$ cat config.mk
export PLATFORM = sky130hd
export DESIGN_NAME = busCycleTracker
export DESIGN_NICKNAME = d
export VERILOG_FILES = /design/src/rtl/busTrkPkg.sv /design/src/rtl/busTrkDatapath.sv /design/src/rtl/busTrkControl.sv /design/src/rtl/busCycleTracker.sv
export SDC_FILE = /design/constraint.sdc
export NUM_CORES = 1
export LEC_CHECK = 0
export ABC_AREA = 0
export BUFFER_PORTS_ARGS = -buffer_cell sky130_fd_sc_hd__buf_4
export CORE_MARGIN = 5
export CORE_UTILIZATION = 45
export CTS_BUF_LIST = sky130_fd_sc_hd__clkbuf_8
export DETAILED_ROUTE_END_ITERATION = 16
export GPL_ROUTABILITY_DRIVEN = 0
export PLACE_DENSITY = 0.76
export SETUP_SLACK_MARGIN = 0.2
export SYNTH_ARGS = -nofsm -noshare
export SYNTH_HDL_FRONTEND = slang
export SYNTH_SLANG_ARGS = --single-unit
$ cat constraint.sdc
create_clock -name clk -period 2.8 [get_ports clk]
set_input_delay 0.28 -clock clk [delete_from_list [all_inputs] [get_ports clk]]
set_output_delay 0.28 -clock clk [all_outputs]
set_load 0.05 [all_outputs]
$ cat src/rtl/busTrkPkg.sv
package busTrkPkg;
  localparam int BYTE_ADDR_W = 24;
  localparam int ADDR_LSB    = 3;
  localparam int ADDR_W      = BYTE_ADDR_W - ADDR_LSB;
  localparam int IO_SPAN_W   = 16;
  localparam int IO_TOP_W    = BYTE_ADDR_W - IO_SPAN_W;
  localparam logic [BYTE_ADDR_W-1:0] CP_BASE = 24'h8000F8;
  localparam logic [ADDR_W-1:0] CP_KEY = CP_BASE[BYTE_ADDR_W-1:ADDR_LSB];

  typedef enum logic [1:0] {
    RGN_MEM  = 2'd0,
    RGN_IO   = 2'd1,
    RGN_CP   = 2'd2,
    RGN_OPEN = 2'd3
  } region_e;

  typedef struct packed {
    logic    isData;
    region_e region;
  } cycInfo_t;

  typedef struct packed {
    logic loadCur;
    logic loadPend;
    logic promote;
  } ctlStrobe_t;
endpackage

$ cat src/rtl/busTrkDatapath.sv
module busTrkDatapath
  import busTrkPkg::*;
#(
  parameter int WAIT_W = 4
) (
  input  logic                      clk,
  input  logic                      rstN,
  input  ctlStrobe_t                ctl,
  input  logic                      curValid,
  input  logic [ADDR_W-1:0]         addr,
  input  logic                      memSpace,
  input  logic                      dataCyc,
  input  logic [WAIT_W-1:0]         memWait,
  input  logic [WAIT_W-1:0]         ioWait,
  input  logic [WAIT_W-1:0]         cpWait,
  output logic [WAIT_W-1:0]         busWait,
  output logic [WAIT_W-1:0]         pendWait,
  output logic                      memSel,
  output logic                      ioSel,
  output logic                      cpSel
);

  cycInfo_t busInfo;
  cycInfo_t curInfo;
  cycInfo_t pendInfo;
  logic     ioTopClear;
  logic     cpHit;

  // Region decode of the cycle now on the bus
  always_comb begin
    ioTopClear     = (addr[ADDR_W-1 -: IO_TOP_W] == '0);
    cpHit          = (addr == CP_KEY);
    busInfo.isData = dataCyc;
    if (memSpace)        busInfo.region = RGN_MEM;
    else if (cpHit)      busInfo.region = RGN_CP;
    else if (ioTopClear) busInfo.region = RGN_IO;
    else                 busInfo.region = RGN_OPEN;
  end

  function automatic logic [WAIT_W-1:0] waitOf(input region_e rgn,
                                               input logic [WAIT_W-1:0] wm,
                                               input logic [WAIT_W-1:0] wi,
                                               input logic [WAIT_W-1:0] wc);
    case (rgn)
      RGN_MEM: waitOf = wm;
      RGN_CP:  waitOf = wc;
      default: waitOf = wi;
    endcase
  endfunction

  assign busWait  = waitOf(busInfo.region,  memWait, ioWait, cpWait);
  assign pendWait = waitOf(pendInfo.region, memWait, ioWait, cpWait);

  // Current and pending cycle slots
  always_ff @(posedge clk or negedge rstN) begin
    if (!rstN) begin
      curInfo  <= '0;
      pendInfo <= '0;
    end else begin
      if (ctl.loadCur)      curInfo <= busInfo;
      else if (ctl.promote) curInfo <= pendInfo;
      if (ctl.loadPend)     pendInfo <= busInfo;
    end
  end

  logic selGate;
  assign selGate = curValid && curInfo.isData;
  assign memSel  = selGate && (curInfo.region == RGN_MEM);
  assign ioSel   = selGate && (curInfo.region == RGN_IO);
  assign cpSel   = selGate && (curInfo.region == RGN_CP);

endmodule

$ cat src/rtl/busTrkControl.sv
module busTrkControl
  import busTrkPkg::*;
#(
  parameter int WAIT_W = 4
) (
  input  logic              clk,
  input  logic              rstN,
  input  logic              addrStrobe,
  input  logic              holdAck,
  input  logic [WAIT_W-1:0] busWait,
  input  logic [WAIT_W-1:0] pendWait,
  output ctlStrobe_t        ctl,
  output logic              curValid,
  output logic              pendValid,
  output logic              ready,
  output logic              holdState,
  output logic              protoErr
);

  logic [WAIT_W-1:0] waitCnt;
  logic              readyNow;
  logic              overflow;

  assign readyNow = curValid && (waitCnt == '0);
  assign ready    = readyNow;
  assign overflow = addrStrobe && curValid && pendValid && !readyNow;

  always_comb begin
    ctl = '0;
    if (readyNow) begin
      if (pendValid) begin
        ctl.promote  = 1'b1;
        ctl.loadPend = addrStrobe;
      end else begin
        ctl.loadCur  = addrStrobe;
      end
    end else if (curValid) begin
      ctl.loadPend = addrStrobe && !pendValid;
    end else begin
      ctl.loadCur = addrStrobe;
    end
  end

  always_ff @(posedge clk or negedge rstN) begin
    if (!rstN) begin
      curValid  <= 1'b0;
      pendValid <= 1'b0;
      waitCnt   <= '0;
      holdState <= 1'b0;
      protoErr  <= 1'b0;
    end else begin
      curValid  <= ctl.loadCur || ctl.promote || (curValid && !readyNow);
      pendValid <= ctl.loadPend || (pendValid && !ctl.promote);
      if (ctl.loadCur)                   waitCnt <= busWait;
      else if (ctl.promote)              waitCnt <= pendWait;
      else if (curValid && !readyNow)    waitCnt <= waitCnt - 1'b1;
      holdState <= holdAck;
      protoErr  <= protoErr || overflow;
    end
  end

endmodule

$ cat src/rtl/busCycleTracker.sv
module busCycleTracker
  import busTrkPkg::*;
#(
  parameter int WAIT_W = 4
) (
  input  logic              clk,
  input  logic              rstN,
  input  logic              addrStrobe,
  input  logic [ADDR_W-1:0] addr,
  input  logic              memSpace,
  input  logic              dataCyc,
  input  logic              holdAck,
  input  logic [WAIT_W-1:0] memWait,
  input  logic [WAIT_W-1:0] ioWait,
  input  logic [WAIT_W-1:0] cpWait,
  output logic              ready,
  output logic              memSel,
  output logic              ioSel,
  output logic              cpSel,
  output logic              busBusy,
  output logic              holdState,
  output logic              protoErr
);

  ctlStrobe_t        ctl;
  logic              curValid;
  logic              pendValid;
  logic [WAIT_W-1:0] busWait;
  logic [WAIT_W-1:0] pendWait;

  busTrkControl #(.WAIT_W(WAIT_W)) uCtl (
    .clk       (clk),
    .rstN      (rstN),
    .addrStrobe(addrStrobe),
    .holdAck   (holdAck),
    .busWait   (busWait),
    .pendWait  (pendWait),
    .ctl       (ctl),
    .curValid  (curValid),
    .pendValid (pendValid),
    .ready     (ready),
    .holdState (holdState),
    .protoErr  (protoErr)
  );

  busTrkDatapath #(.WAIT_W(WAIT_W)) uDp (
    .clk     (clk),
    .rstN    (rstN),
    .ctl     (ctl),
    .curValid(curValid),
    .addr    (addr),
    .memSpace(memSpace),
    .dataCyc (dataCyc),
    .memWait (memWait),
    .ioWait  (ioWait),
    .cpWait  (cpWait),
    .busWait (busWait),
    .pendWait(pendWait),
    .memSel  (memSel),
    .ioSel   (ioSel),
    .cpSel   (cpSel)
  );

  assign busBusy = curValid || pendValid;

endmodule

==> run_results.csv <==
group,metric,value,unit
logic_synthesis,async_reset_ff_frac,1.000,
timing,clock_skew,0.001799,ns
timing,fmax,0.4489,GHz
die,start_util,0.4751,
global_route,top_usage_layer,"met2",
logic_synthesis,synth_fp_nets,157,
die,dieArea,3429,um2
die,rows,17,
die,die-width,58.56,um
timing,worst_slack,0.5724,ns
placement,dp_slack,0.5944,ns
finish,fillers,188,
global_route,grt_use_met2,0.3509,
clock_network,cts_setup_buffers,0,
timing,whs,0.1371,ns
finish,area_growth,37.74,%
critical_path,r2r-end,"uCtl.waitCnt[2]",
logic_synthesis,ys_seq_elements,14,
die,ios,46,
power_and_ir_drop,power.total,0.001144,W
timing,fin_crit_sh,0.7956,
timing,hold_violations,0,
timing,slew_violations,0,
logic_synthesis,ys_warn_count,0,
clock_network,cts_buffers,3,
drt,drt-pass1-iter-count,4,
power_and_ir_drop,ir_drop,564.9,uV
clock_network,cts_buffer_depth,2,
logic_synthesis,synth_area,1061,um2
clock_network,clkSinkCount,14,
global_route,grt_overflow,0,
die,fp.dieH,58.56,um
critical_path,critical_path.startpoint,"uCtl.waitCnt[0]",
critical_path,path_cells,"inv_1 -> ha_1 -> or3b_1 -> o21ai_1 -> nand2_1 -> o41ai_1",
finish,final_common_cell,"buf_4",
power_and_ir_drop,seqPwrFrac,0.343,
global_route,grt_util_met3,0.03509,
drt,wire_per_inst,16.12,um
logic_synthesis,synth-main-ff-cell,"dfrtp_1",
finish,insertedDiodeCount,0,
clock_network,clk_latency,0.25,ns
drt,drtIter0Drc,37,
critical_path,critical_path.top_delay_family,"simple AND/OR/NAND/NOR gates",
logic_synthesis,synth_cell_types,47,
power_and_ir_drop,switchingPower,0.0004623,W
drt,drc,0,
power_and_ir_drop,p_per_area,783.1,nW/um2
worst_hold_path,holdPathStages,1,
power_and_ir_drop,p_leak,0.6598,nW
flow_run,cap_viol_max_count,0,
power_and_ir_drop,p_int,0.0006822,W
clock_network,root_buffer,"clkbuf_8",
critical_path,cp-end-kind,"register",
timing,min_period,2.228,ns
power_and_ir_drop,swShare,0.4039,
drt,routed_wl,3.047,mm
placement,io_buffers,45,
power_and_ir_drop,comb_power_share,0.478,
critical_path,path_max_fanout,11,
finish,fin_nets,203,
critical_path,startpoint_type,"register",
critical_path,worstRegToRegCells,6,
critical_path,worst-path-buf-inv,1,
critical_path,r2r_start,"uCtl.waitCnt[0]",
timing,worst_pin_slew,0.3919,ns
placement,hpwl,2.445,mm
critical_path,ff2ff_setup_slack,0.57,ns
drt,vias,1069,
logic_synthesis,synth_area_per_cell,9.147,um2
worst_hold_path,hold_class,"input port to register",
critical_path,path_class,"register to register",
power_and_ir_drop,p_clk_frac,0.178,
global_route,grt_pass1_vias,1139,
drt,drt-vias-per-instance,5.656,
timing,setup_tns,0,ns
global_route,grt_usage,0.1973,
clock_network,clk_pin_slew,0.06,ns
logic_synthesis,syn_inst,116,
global_route,grt_antenna_before_repair,0,
global_route,grt_pass1_wl,5.202,mm
finish,drive_above_1_share,0.3789,
critical_path,required,2.94,ns
outcome,outcome,"completed",
logic_synthesis,synth_edf_count,0,
clock_network,cts_resized,0,
global_route,grtUsageMet1,0.2320,
clock_network,cts_tree,"done",
finish,final_cell_mix,"47 x buf_4, 14 x dfrtp_1, 8 x nand2_1, 8 x a21oi_1, 8 x nor2_1",
critical_path,cp_slowest_cell,"or3b_1",
worst_hold_path,worstHoldEndpoint,"uCtl.holdState",
drt,antenna_left,0,
critical_path,critPathArrivalTime,2.37,ns
die,core-area,2233,um2
timing,final-setup-viol-count,0,
worst_hold_path,min_from,"holdAck",
timing,relSlewSlack,0.7367,
critical_path,critPathMaxStageDelay,0.42,ns
logic_synthesis,seq_area_frac_synth,0.3302,
clock_network,cts-htree-levels,1,
timing,rsz0062_at_grt,"no",
global_route,grt_max_degree,15,
[Yosys cell counts, types with 4 or more instances]
library cell  number  area [um2]
dfrtp_1           14       350.3
a21oi_1            8       40.04
nand2_1            8       30.03
nor2_1             8       30.03
mux2i_1            7       70.07
inv_1              5       18.77
nand2b_1           5       31.28
nor3b_1            5       37.54
clkbuf_1           4       15.01
mux2_2             4       45.04
nor3_1             4       20.02
o21ai_0            4       20.02
[logic make-up (layout without fill, tap and decap cells)]
logic type,after synthesis,in the layout,synth area share
and+or+nand+nor,47,47,0.2760
DFF,14,14,0.3302
muxes,11,11,0.1085
adders and majority gates,2,2,0.02358
xor gates and xnor gates,1,1,0.008256
AOI/OAI and AO/OA,29,29,0.1863
buffers and inverters,12,57,0.06721
[power groups by stage]
stage	combinational [W]	clock (W)	sequential, W
2_1_floorplan	0.000442	0	0.000329
3_3_place_gp	0.000529	0	0.000382
3_5_place_dp	0.000547	0	0.000391
4_1_cts	0.000551	0.000209	0.000390
5_1_grt	0.000605	0.000224	0.000407
6_report	0.000548	0.000204	0.000393
[worst max path at each step]
stage          slack, ns         endpoint  cells past startpoint
3_3_place_gp        0.71  uCtl.waitCnt[0]                      6
2_1_floorplan       0.77            ioSel                      3
5_1_grt             0.42  uCtl.waitCnt[3]                      6
6_report            0.57  uCtl.waitCnt[2]                      6
4_1_cts             0.58  uCtl.waitCnt[2]                      6
3_5_place_dp        0.59  uCtl.waitCnt[2]                      6
[final cells by class]
cell class	count	area (um2)	area share
clock buffers	4	55.05	0.03767
multi-input cells	90	639.4	0.4375
inverters	5	18.77	0.01284
well taps	28	35.03	0.02397
flip-flops and latches	14	350.3	0.2397
repair buffers	48	362.8	0.2483
[timing repair]
item / in CTS / in global routing
hold endpoints to repair: 14 / 0
setup endpoints to repair: 0 / 0
hold buffers: 1 / 0
[worst reg2reg max path: stages (launching register included)]
cell and delay (ns):
dfrtp_1 0.39, inv_1 0.10, ha_1 0.21, or3b_1 0.42
o21ai_1 0.29, nand2_1 0.30, o41ai_1 0.41
[metrics by stage]
| step | cell area, um2 | instances | util |
|---|---|---|---|
| 5_1_grt | 1461 | 189 | 0.6543 |
| 3_5_place_dp | 1396 | 184 | 0.6252 |
| 3_3_place_gp | 1396 | 184 | 0.6252 |
| 6_report | 1461 | 189 | 0.6543 |
| 2_1_floorplan | 1061 | 116 | - |
| 4_1_cts | 1461 | 189 | 0.6543 |
[sequential cells by signal, indices dropped and copies added (netlist names)]
name,flops
uCtl.pendValid,1
uCtl.waitCnt,4
uDp.curInfo,3
uDp.pendInfo,3
uCtl.holdState,1
uCtl.protoErr,1
uCtl.curValid,1
[layer usage]
| layer | up-vias | wire, um |
|---|---|---|
| met4 | 0 | 37 |
| met2 | 17 | 1681 |
| met5 | - | 0 |
| met1 | 525 | 1219 |
| met3 | 4 | 108 |
| li1 | 523 | - |
Power figures use the tool's default switching activity.
